--- config.mk ---
export PLATFORM = sky130hd
export DESIGN_NAME = alu8_flags
export DESIGN_NICKNAME = d
export VERILOG_FILES = /design/src/rtl/alu8_flags.sv
export SDC_FILE = /design/constraint.sdc
export NUM_CORES = 1
export LEC_CHECK = 0
export BUFFER_PORTS_ARGS = -buffer_cell sky130_fd_sc_hd__buf_2
export CORE_ASPECT_RATIO = 0.75
export CORE_MARGIN = 2
export CORE_UTILIZATION = 55
export DETAILED_ROUTE_END_ITERATION = 6
export MAX_ROUTING_LAYER = met4
export PLACE_DENSITY_LB_ADDON = 0.12
export SYNTH_ARGS = -nofsm -noshare
export SYNTH_HDL_FRONTEND = slang
export SYNTH_SLANG_ARGS = --single-unit
--- constraint.sdc ---
create_clock -name clk -period 16.23 [get_ports clk]
set_input_delay 2.4345 -clock clk [delete_from_list [all_inputs] [get_ports clk]]
set_output_delay 2.4345 -clock clk [all_outputs]
set_load 0.03 [all_outputs]
--- src/rtl/alu8_flags.sv ---
module alu8_flags #(
  parameter bit DECIMAL_EN = 1'b1
) (
  input  logic       clk,
  input  logic       rst_n,
  input  logic       exec,
  input  logic [3:0] op,
  input  logic [7:0] a,
  input  logic [7:0] m,
  input  logic       c_in,
  input  logic       dec,
  output logic [7:0] result,
  output logic [3:0] nzcv_nxt,
  output logic [3:0] nzcv_we,
  output logic [3:0] nzcv_q
);

  localparam logic [3:0] OP_ADD = 4'd0,  OP_SUB = 4'd1,  OP_CMP = 4'd2,  OP_INC = 4'd3;
  localparam logic [3:0] OP_DEC = 4'd4,  OP_SHL = 4'd5,  OP_SHR = 4'd6,  OP_RL  = 4'd7;
  localparam logic [3:0] OP_RR  = 4'd8,  OP_AND = 4'd9,  OP_OR  = 4'd10, OP_XOR = 4'd11;
  localparam logic [3:0] OP_TST = 4'd12, OP_CLR = 4'd13, OP_SET = 4'd14;

  logic       is_sub, dmode, cin_eff, bin_ov;
  logic [7:0] m_eff;
  logic [8:0] bsum;

  assign is_sub  = (op == OP_SUB) || (op == OP_CMP);
  assign dmode   = DECIMAL_EN && dec;
  assign m_eff   = is_sub ? ~m : m;
  assign cin_eff = (op == OP_CMP) ? 1'b1 : c_in;
  assign bsum    = {1'b0, a} + {1'b0, m_eff} + {8'd0, cin_eff};
  assign bin_ov  = (a[7] == m_eff[7]) && (bsum[7] != a[7]);

  logic [5:0] lo, hi;
  logic       lo_x, hi_x;
  logic [7:0] dres;
  logic       dcar;

  always_comb begin
    if (op == OP_SUB) begin
      lo   = {2'b0, a[3:0]} - {2'b0, m[3:0]} - {5'd0, ~c_in};
      lo_x = lo[5];
      if (lo_x) lo = lo - 6'd6;
      hi   = {2'b0, a[7:4]} - {2'b0, m[7:4]} - {5'd0, lo_x};
      hi_x = hi[5];
      if (hi_x) hi = hi - 6'd6;
      dcar = ~hi_x;
    end else begin
      lo   = {2'b0, a[3:0]} + {2'b0, m[3:0]} + {5'd0, c_in};
      lo_x = lo > 6'd9;
      if (lo_x) lo = lo + 6'd6;
      hi   = {2'b0, a[7:4]} + {2'b0, m[7:4]} + {5'd0, lo_x};
      hi_x = hi > 6'd9;
      if (hi_x) hi = hi + 6'd6;
      dcar = hi_x;
    end
    dres = {hi[3:0], lo[3:0]};
  end

  logic fn, fz, fc, fv;

  always_comb begin
    result  = a;
    nzcv_we = 4'b0000;
    fc      = nzcv_q[1];
    fv      = nzcv_q[0];
    case (op)
      OP_ADD, OP_SUB: begin
        result  = dmode ? dres : bsum[7:0];
        fc      = dmode ? dcar : bsum[8];
        fv      = bin_ov;
        nzcv_we = 4'b1111;
      end
      OP_CMP: begin result = bsum[7:0]; fc = bsum[8]; nzcv_we = 4'b1110; end
      OP_INC: begin result = a + 8'd1; nzcv_we = 4'b1100; end
      OP_DEC: begin result = a - 8'd1; nzcv_we = 4'b1100; end
      OP_SHL: begin result = {a[6:0], 1'b0}; fc = a[7]; nzcv_we = 4'b1110; end
      OP_SHR: begin result = {1'b0, a[7:1]}; fc = a[0]; nzcv_we = 4'b1110; end
      OP_RL:  begin result = {a[6:0], c_in}; fc = a[7]; nzcv_we = 4'b1110; end
      OP_RR:  begin result = {c_in, a[7:1]}; fc = a[0]; nzcv_we = 4'b1110; end
      OP_AND: begin result = a & m; nzcv_we = 4'b1100; end
      OP_OR:  begin result = a | m; nzcv_we = 4'b1100; end
      OP_XOR: begin result = a ^ m; nzcv_we = 4'b1100; end
      OP_TST: begin fv = m[6]; nzcv_we = 4'b1101; end
      OP_CLR: begin result = m & ~a; fv = m[6]; nzcv_we = 4'b1101; end
      OP_SET: begin result = m | a;  fv = m[6]; nzcv_we = 4'b1101; end
      default: ;
    endcase
    fn = nzcv_we[3] ? ((op >= OP_TST) ? m[7] : result[7]) : nzcv_q[3];
    fz = nzcv_we[2] ? ((op == OP_TST) ? ((a & m) == 8'd0) : (result == 8'd0)) : nzcv_q[2];
  end

  assign nzcv_nxt = {fn, fz, fc, fv};

  always_ff @(posedge clk or negedge rst_n)
    if (!rst_n)    nzcv_q <= 4'b0000;
    else if (exec) nzcv_q <= (nzcv_we & nzcv_nxt) | (~nzcv_we & nzcv_q);

  // compare carry matches an unsigned magnitude test, independent of c_in
  a_r4_cmp_carry: assert property (@(posedge clk) disable iff (!rst_n)
    (op == OP_CMP) |-> (nzcv_nxt[1] == (a >= m)));

  // valid BCD inputs give valid BCD digits on a decimal add
  a_r3_bcd_digits: assert property (@(posedge clk) disable iff (!rst_n)
    (dmode && op == OP_ADD && a[7:4] <= 4'd9 && a[3:0] <= 4'd9 && m[7:4] <= 4'd9 && m[3:0] <= 4'd9)
      |-> (result[7:4] <= 4'd9 && result[3:0] <= 4'd9));

  // rotates carry the incoming flag into the vacated end
  a_r7_rotate_in: assert property (@(posedge clk) disable iff (!rst_n)
    (op == OP_RL) |-> (result[0] == c_in));

  // N and Z are never both set by an operation that judges the result
  a_r1_nz_exclusive: assert property (@(posedge clk) disable iff (!rst_n)
    (op < OP_TST) |-> !(nzcv_nxt[3] && nzcv_nxt[2]));

  // unmasked flags hold across a commit
  a_r11_hold_unmasked: assert property (@(posedge clk) disable iff (!rst_n)
    (exec && !nzcv_we[1]) |=> (nzcv_q[1] == $past(nzcv_q[1])));

  // without a commit the flag register stays put
  a_r11_idle_hold: assert property (@(posedge clk) disable iff (!rst_n)
    !exec |=> $stable(nzcv_q));

endmodule

==> results.sh, run 1 <==
export IMPL_seq_area_um2=100
export IMPL_worstReg2RegEnd="nzcv_q[3]"
export IMPL_cp_start_kind="primary input"
export IMPL_cts_buffers=3
export IMPL_clock_fmax_mhz=104
export IMPL_ant_nets=0
export IMPL_avgSynthCellArea_um2=7.57
export IMPL_arrival_ps=7140
export IMPL_rr_worst_depth=4
export IMPL_final_cell_mix="ha_1, buf_2, nor2_1"
export IMPL_clock_sinks=4
export IMPL_cts_htree_levels=1
export IMPL_final_util=0.594
export IMPL_ir_worst_vdd_uv=30.3
export IMPL_critical_path_class="primary input to output pin"
export IMPL_period_minus_slack_ps=9570
export IMPL_overflow=0
export IMPL_io_buffers=44
export IMPL_grt_first_pass_wirelength_um=17800
export IMPL_design_core_area_um2=6220
export IMPL_crit_start="op[0]"
export IMPL_ys_ff_latch=4
export IMPL_die_x_um=96.3
export IMPL_tightestPinTransition_ps=906
export IMPL_max_cap_viol_count=0
export IMPL_critPathMaxFanout=39
export IMPL_track_usage=0.339
export IMPL_ys_types=78
export IMPL_dr_pass1_iters=6
export IMPL_place_gp_congestion=1.02
export IMPL_regToRegSetupSlack_ps=14980
export IMPL_cts_resized=0
export IMPL_wl_met2_um=4700
export IMPL_ys_warn_count=0
export IMPL_setup_tns_ps=0
export IMPL_die_h_um=73.2
export IMPL_grt_pass1_vias=3319
export IMPL_post_cts_buffers=0
export IMPL_relSlewSlack=0.392
export IMPL_hold_depth=1
export IMPL_cts_max_path_buffers=2
export IMPL_crit_end="nzcv_nxt[2]"
export IMPL_drc=0
export IMPL_final_common_cell="ha_1"
export IMPL_syn_num_nets=551
export IMPL_rsz0062_at_grt="no"
export IMPL_antenna_found_initial=0
export IMPL_outcome="finished clean"
export IMPL_synth_seq_area_share=0.0285
export IMPL_cts_tree="done"
export IMPL_post_dp_cell_area_um2=3660
export IMPL_top_layer="met4"
export IMPL_start_util=0.564
export IMPL_synth_top_cell_area_share=0.189
export IMPL_cts_hold_buf=0
export IMPL_regToRegStartpoint="nzcv_q[3]"
export IMPL_async_flop_share=1.00
export IMPL_antennaDiodeCount=0
export IMPL_clkTransAtPathRegs_ps=30
export IMPL_avgRoutedWirePerCell_um=19.9
export IMPL_multi_input_area_um2=3090
export IMPL_setup_viol=0
export IMPL_vias=3688
export IMPL_min_path_type="flip-flop to flip-flop"
export IMPL_n_fill_cell=594
export IMPL_dpl_hpwl_um=8940
export IMPL_final_nets=574
export IMPL_root_buffer="clkbuf_8"
export IMPL_skew_ps=0
export IMPL_drt_first_iter_violations=524
export IMPL_worstPathRequired_ps=13800
export IMPL_wl_met3_um=1430
export IMPL_drive_above_1_share=0.153
export IMPL_row_count=25
export IMPL_dieArea_um2=7040
export IMPL_finalCritPeriodShare=0.590
export IMPL_routed_wl_um=11300
export IMPL_io_pins=45
export IMPL_crit_path_end_kind="output pin"
export IMPL_synth_top_flop_cell="dfrtp_1"
export IMPL_yosys_area_top_type="ha_1"
export IMPL_synth_edf_count=0
export IMPL_p_leak_nw=1.67
export IMPL_syn_inst=464
export IMPL_setup_ws_ps=6660
export IMPL_place_ws_ps=6720
export IMPL_report_final_slew_viol_count=0
export IMPL_via_per_inst=6.52
export IMPL_power_density_nw_per_um2=55.3
export IMPL_final_cell_area_um2=3700
export IMPL_met1_length_um=5040
export IMPL_hold_violations=0
export IMPL_yosys_top_cells_area="ha_1, xnor2_1, fa_1"
export IMPL_clock_latency_ps=220
export IMPL_syn_area_um2=3510
export IMPL_synthToLayoutAreaGrowth_pct=5.38
export IMPL_grt_max_degree=40
## synth_stat cells, types with 3 or more instances
master     count
a22oi_1        4
or3_1          3
o22ai_1        7
buf_4          9
a32oi_1        3
o21ai_0       18
fa_1           9
nor3_2         3
mux2i_1        8
nand3b_1       3
a211oi_1      11
a31oi_1        8
nand2b_1      11
a41oi_1        3
o21bai_1       6
a221o_1        3
ha_1          53
buf_2         11
nand3_1        5
and2_1         5
buf_6          3
a21oi_1       28
o32ai_1        3
and3_1         4
nand2_1       26
a211o_1        3
nor2_1        43
dfrtp_1        4
mux2_2         4
o21ai_1        6
a21o_1         8
o21a_1         6
o2bb2ai_1      4
xnor2_1       27
o211ai_1       6
nor3_1         4
inv_1         34
nor2b_1       11
o2111ai_1      3
xor2_1         4
## cells by family (layout without fill, tap and decap cells)
| group | count (synthesis) | in the layout | share of synthesized area |
|---|---|---|---|
| adders and majority gates | 62 | 62 | 0.240 |
| DFF | 4 | 4 | 0.0285 |
| buffers and inverters | 63 | 84 | 0.0902 |
| and+or+nand+nor | 138 | 138 | 0.211 |
| muxes | 14 | 14 | 0.0453 |
| xor gates and xnor gates | 32 | 32 | 0.0820 |
| AOI/OAI and AO/OA | 151 | 151 | 0.303 |
## how the worst min path moves through the flow
stage	startpoint	end	slack, ps
after floorplan	nzcv_q[2]	nzcv_q[2]	710
after global placement	flip-flop	flip-flop	520
after detailed placement	flip-flop	flip-flop	530
after CTS	flip-flop	flip-flop	530
after global routing	flip-flop	flip-flop	540
final	flip-flop	flip-flop	530
## worst max-delay path, cell delays in order
cell	delay (ps)
buf_2	560
nor2b_1	240
o21ai_1	770
xnor2_1	190
fa_1	480
fa_1	440
a211oi_1	270
o21bai_1	100
a21oi_1	220
xnor2_1	210
o22ai_1	120
o32a_2	400
nor3_2	200
a41oi_2	160
nor2_1	110
buf_2	200
## stage by stage
step           hold WS [ps]  std cells  power, mW
6_report                533        566      0.205
5_1_grt                 543        566      0.222
3_3_place_gp            516        563      0.177
3_5_place_dp            525        563      0.178
4_1_cts                 532        566      0.202
2_1_floorplan           712        464      0.141
## cell type report
class	count	area share
clock buffers	3	0.0112
multi-input cells	397	0.836
repair buffers	45	0.0615
flip-flops and latches	4	0.0271
inverters	36	0.0365
well taps	81	0.0274
## where the power goes
part	total, mW	internal [mW]	switching (mW)
sequential	0.0135	0.0120	0.00145
combinational	0.170	0.0645	0.105
clock	0.0215	0.0159	0.00563
total	0.205	0.0923	0.112
## metal layers
layer | GRT usage | up-vias
met5 | - | -
met4 | 0.0365 | 0
met3 | 0.0723 | 13
met2 | 0.477 | 228
met1 | 0.509 | 1714
li1 | - | 1733
No activity file was read; power rests on OpenSTA's default activity.
==> run 2, diff against run 1 <==
--- a/config.mk
+++ b/config.mk
@@ -5,6 +5,7 @@
 export SDC_FILE = /design/constraint.sdc
 export NUM_CORES = 1
 export LEC_CHECK = 0
+export ABC_AREA = 1
 export BUFFER_PORTS_ARGS = -buffer_cell sky130_fd_sc_hd__buf_2
 export CORE_ASPECT_RATIO = 0.75
 export CORE_MARGIN = 2
==> constraint.sdc (replaced) <==
create_clock -name clk -period 8.85 [get_ports clk]
set_input_delay 1.3275 -clock clk [delete_from_list [all_inputs] [get_ports clk]]
set_output_delay 1.3275 -clock clk [all_outputs]
set_load 0.03 [all_outputs]
==> run 2 against run 1 <==
Effect of this change: clock power grew 81%; critical endpoint unchanged; core utilization rose by 2.1 points; non-clock buffer count shrank 1; total power rose by 74%; highest routed layer unchanged; largest cell class unchanged; first-iteration DRC count is 34% lower; sequential power increased by 90%.
==> results.sh, run 2 <==
export IMPL_outcome="finished clean"
export IMPL_via_per_inst=5.52
export IMPL_yosys_area_top_type="ha_1"
export IMPL_dr_pass1_iters=5
export IMPL_drt_first_iter_violations=346
export IMPL_tightestPinTransition_ps=685
export IMPL_avgSynthCellArea_um2=5.96
export IMPL_overflow=0
export IMPL_syn_num_nets=630
export IMPL_post_dp_cell_area_um2=3490
export IMPL_synth_top_flop_cell="dfrtp_1"
export IMPL_yosys_top_cells_area="ha_1, nand2_1, inv_1"
export IMPL_min_path_type="flip-flop to flip-flop"
export IMPL_power_frac_seq=0.072
export IMPL_clock_fmax_mhz=147
export IMPL_post_cts_buffers=0
export IMPL_root_buffer="clkbuf_8"
export IMPL_async_flop_share=1.00
export IMPL_syn_area_um2=3230
export IMPL_dpl_cell_count=657
export IMPL_antennaDiodeCount=0
export IMPL_clock_sinks=4
export IMPL_die_h_um=70.4
export IMPL_critPathMaxFanout=8
export IMPL_cts_max_path_buffers=2
export IMPL_crit_path_end_kind="output pin"
export IMPL_dpl_hpwl_um=8390
export IMPL_multi_input_area_um2=2690
export IMPL_track_usage=0.334
export IMPL_n_fill_cell=560
export IMPL_report_final_slew_viol_count=0
export IMPL_start_util=0.564
export IMPL_drive_above_1_share=0.141
export IMPL_grt_first_pass_wirelength_um=17000
export IMPL_final_cell_mix="nand2_1, inv_1, ha_1"
export IMPL_design_core_area_um2=5740
export IMPL_ys_ff_latch=4
export IMPL_synth_seq_area_share=0.0309
export IMPL_ys_types=38
export IMPL_p_leak_nw=2.02
export IMPL_power_density_nw_per_um2=101
export IMPL_skew_ps=0
export IMPL_setup_tns_ps=0
export IMPL_finalCritPeriodShare=0.771
export IMPL_cts_htree_levels=1
export IMPL_clock_latency_ps=220
export IMPL_row_count=24
export IMPL_arrival_ps=5500
export IMPL_die_x_um=92.6
export IMPL_synth_top_cell_area_share=0.205
export IMPL_relSlewSlack=0.542
export IMPL_final_nets=671
export IMPL_vias=3641
export IMPL_ys_warn_count=0
export IMPL_routed_wl_um=9980
export IMPL_yosysMostFrequentCell="nand2_1"
export IMPL_synthToLayoutAreaGrowth_pct=9.21
export IMPL_period_minus_slack_ps=6830
export IMPL_syn_inst=543
export IMPL_p_sw_frac=0.578
export IMPL_final_cell_area_um2=3530
export IMPL_yosys_top_cells_count="nand2_1, inv_1, ha_1, nand3_1, nor2_1"
export IMPL_grt_max_degree=13
export IMPL_setup_viol=0
export IMPL_comb_power_share=0.819
export IMPL_io_buffers=44
export IMPL_io_pins=45
export IMPL_clkPwrFrac=0.109
export IMPL_seq_area_um2=100
export IMPL_max_cap_viol_count=0
export IMPL_cts_buffers=3
export IMPL_final_instance_count_excl_fill=660
export IMPL_cts_tree="done"
export IMPL_place_gp_congestion=1.07
export IMPL_final_common_cell="nand2_1"
export IMPL_cts_resized=0
export IMPL_synth_edf_count=0
export IMPL_cts_hold_buf=0
export IMPL_drc=0
export IMPL_antenna_found_initial=0
export IMPL_dieArea_um2=6520
export IMPL_ir_worst_vdd_uv=120
export IMPL_clkTransAtPathRegs_ps=30
export IMPL_rsz0062_at_grt="no"
export IMPL_p_switching_mw=0.206
export IMPL_avgRoutedWirePerCell_um=15.1
export IMPL_fin_total_pwr_mw=0.356
export IMPL_worstPathRequired_ps=7520
export IMPL_ant_nets=0
export IMPL_grt_pass1_vias=3567
export IMPL_p_int_mw=0.150
export IMPL_hold_violations=0
export IMPL_cp_start_kind="primary input"
export IMPL_critical_path_class="primary input to output pin"
run 2: final cells by class:
cell class                      instances  share of cell area
Clock buffer                            3              0.0117
Sequential cell                         4              0.0283
Timing Repair Buffer                   44              0.0623
Inverter                              102               0.108
Tap cell                               78              0.0276
Multi-Input combinational cell        429               0.762
run 2: logic make-up after synthesis:
| logic type | after synthesis | share of synthesized area |
|---|---|---|
| AND/OR/NAND/NOR | 268 | 0.370 |
| buffers and inverters | 110 | 0.137 |
| adder cells (fa/ha/maj) | 62 | 0.261 |
| multiplexers | 1 | 0.00348 |
| AO/OA/AOI/OAI | 78 | 0.143 |
| XOR/XNOR | 20 | 0.0542 |
| flip-flops | 4 | 0.0309 |
run 2: metrics by stage:
| stage | utilization | setup WS [ps] | hold slack, ps |
|---|---|---|---|
| after CTS | 0.616 | 2040 | 502 |
| final | 0.616 | 2020 | 502 |
| after detailed placement | 0.609 | 2060 | 493 |
| after floorplan | - | 2790 | 663 |
| after global placement | 0.609 | 2270 | 483 |
| after global routing | 0.616 | 1630 | 562 |
run 2: critical path, stage by stage:
cell,delay [ps]
buf_2,150
inv_1,240
fa_1,260
inv_1,70
fa_1,400
xnor2_1,180
nand2_1,100
nand3_1,130
nand2_1,130
inv_1,60
fa_1,400
fa_1,410
xor2_1,240
ha_1,200
inv_1,60
nand4_1,80
nand2_1,50
a21oi_1,130
nor2_1,60
nand2_1,80
nand4_1,150
a21oi_1,180
nand2_1,90
a21boi_1,120
buf_2,210
run 2: worst paths after layout:
check	from	endpoint	slack, ps	depth (start not counted)
worst max-delay path	a[0]	nzcv_nxt[2]	2020	25
worst min-delay path	nzcv_q[2]	nzcv_q[2]	500	2
worst max register to register	flip-flop	flip-flop	7830	3
worst min register to register	nzcv_q[2]	nzcv_q[2]	500	2
max in group asynchronous	rst_n	nzcv_q[3]	7820	1
min in group asynchronous	rst_n	asynchronous set/reset pin	910	1
run 2: routing by layer:
| metal | part of all wire | routed length [µm] | GRT usage | up-vias |
|---|---|---|---|---|
| met5 | 0 | 0 | - | - |
| met4 | 0.013 | 131 | 0.0680 | 0 |
| met3 | 0.084 | 840 | 0.0431 | 13 |
| met2 | 0.43 | 4320 | 0.498 | 160 |
| met1 | 0.47 | 4690 | 0.483 | 1626 |
| li1 | - | - | - | 1842 |
run 2: power by group through the flow:
| stage | Sequential, mW | Combinational (mW) | Clock (mW) |
|---|---|---|---|
| floorplan | 0.0347 | 0.208 | 0 |
| global placement | 0.0257 | 0.281 | 0 |
| detailed placement | 0.0258 | 0.286 | 0 |
| CTS | 0.0256 | 0.288 | 0.0395 |
| global route | 0.0263 | 0.327 | 0.0412 |
| finish | 0.0256 | 0.291 | 0.0389 |
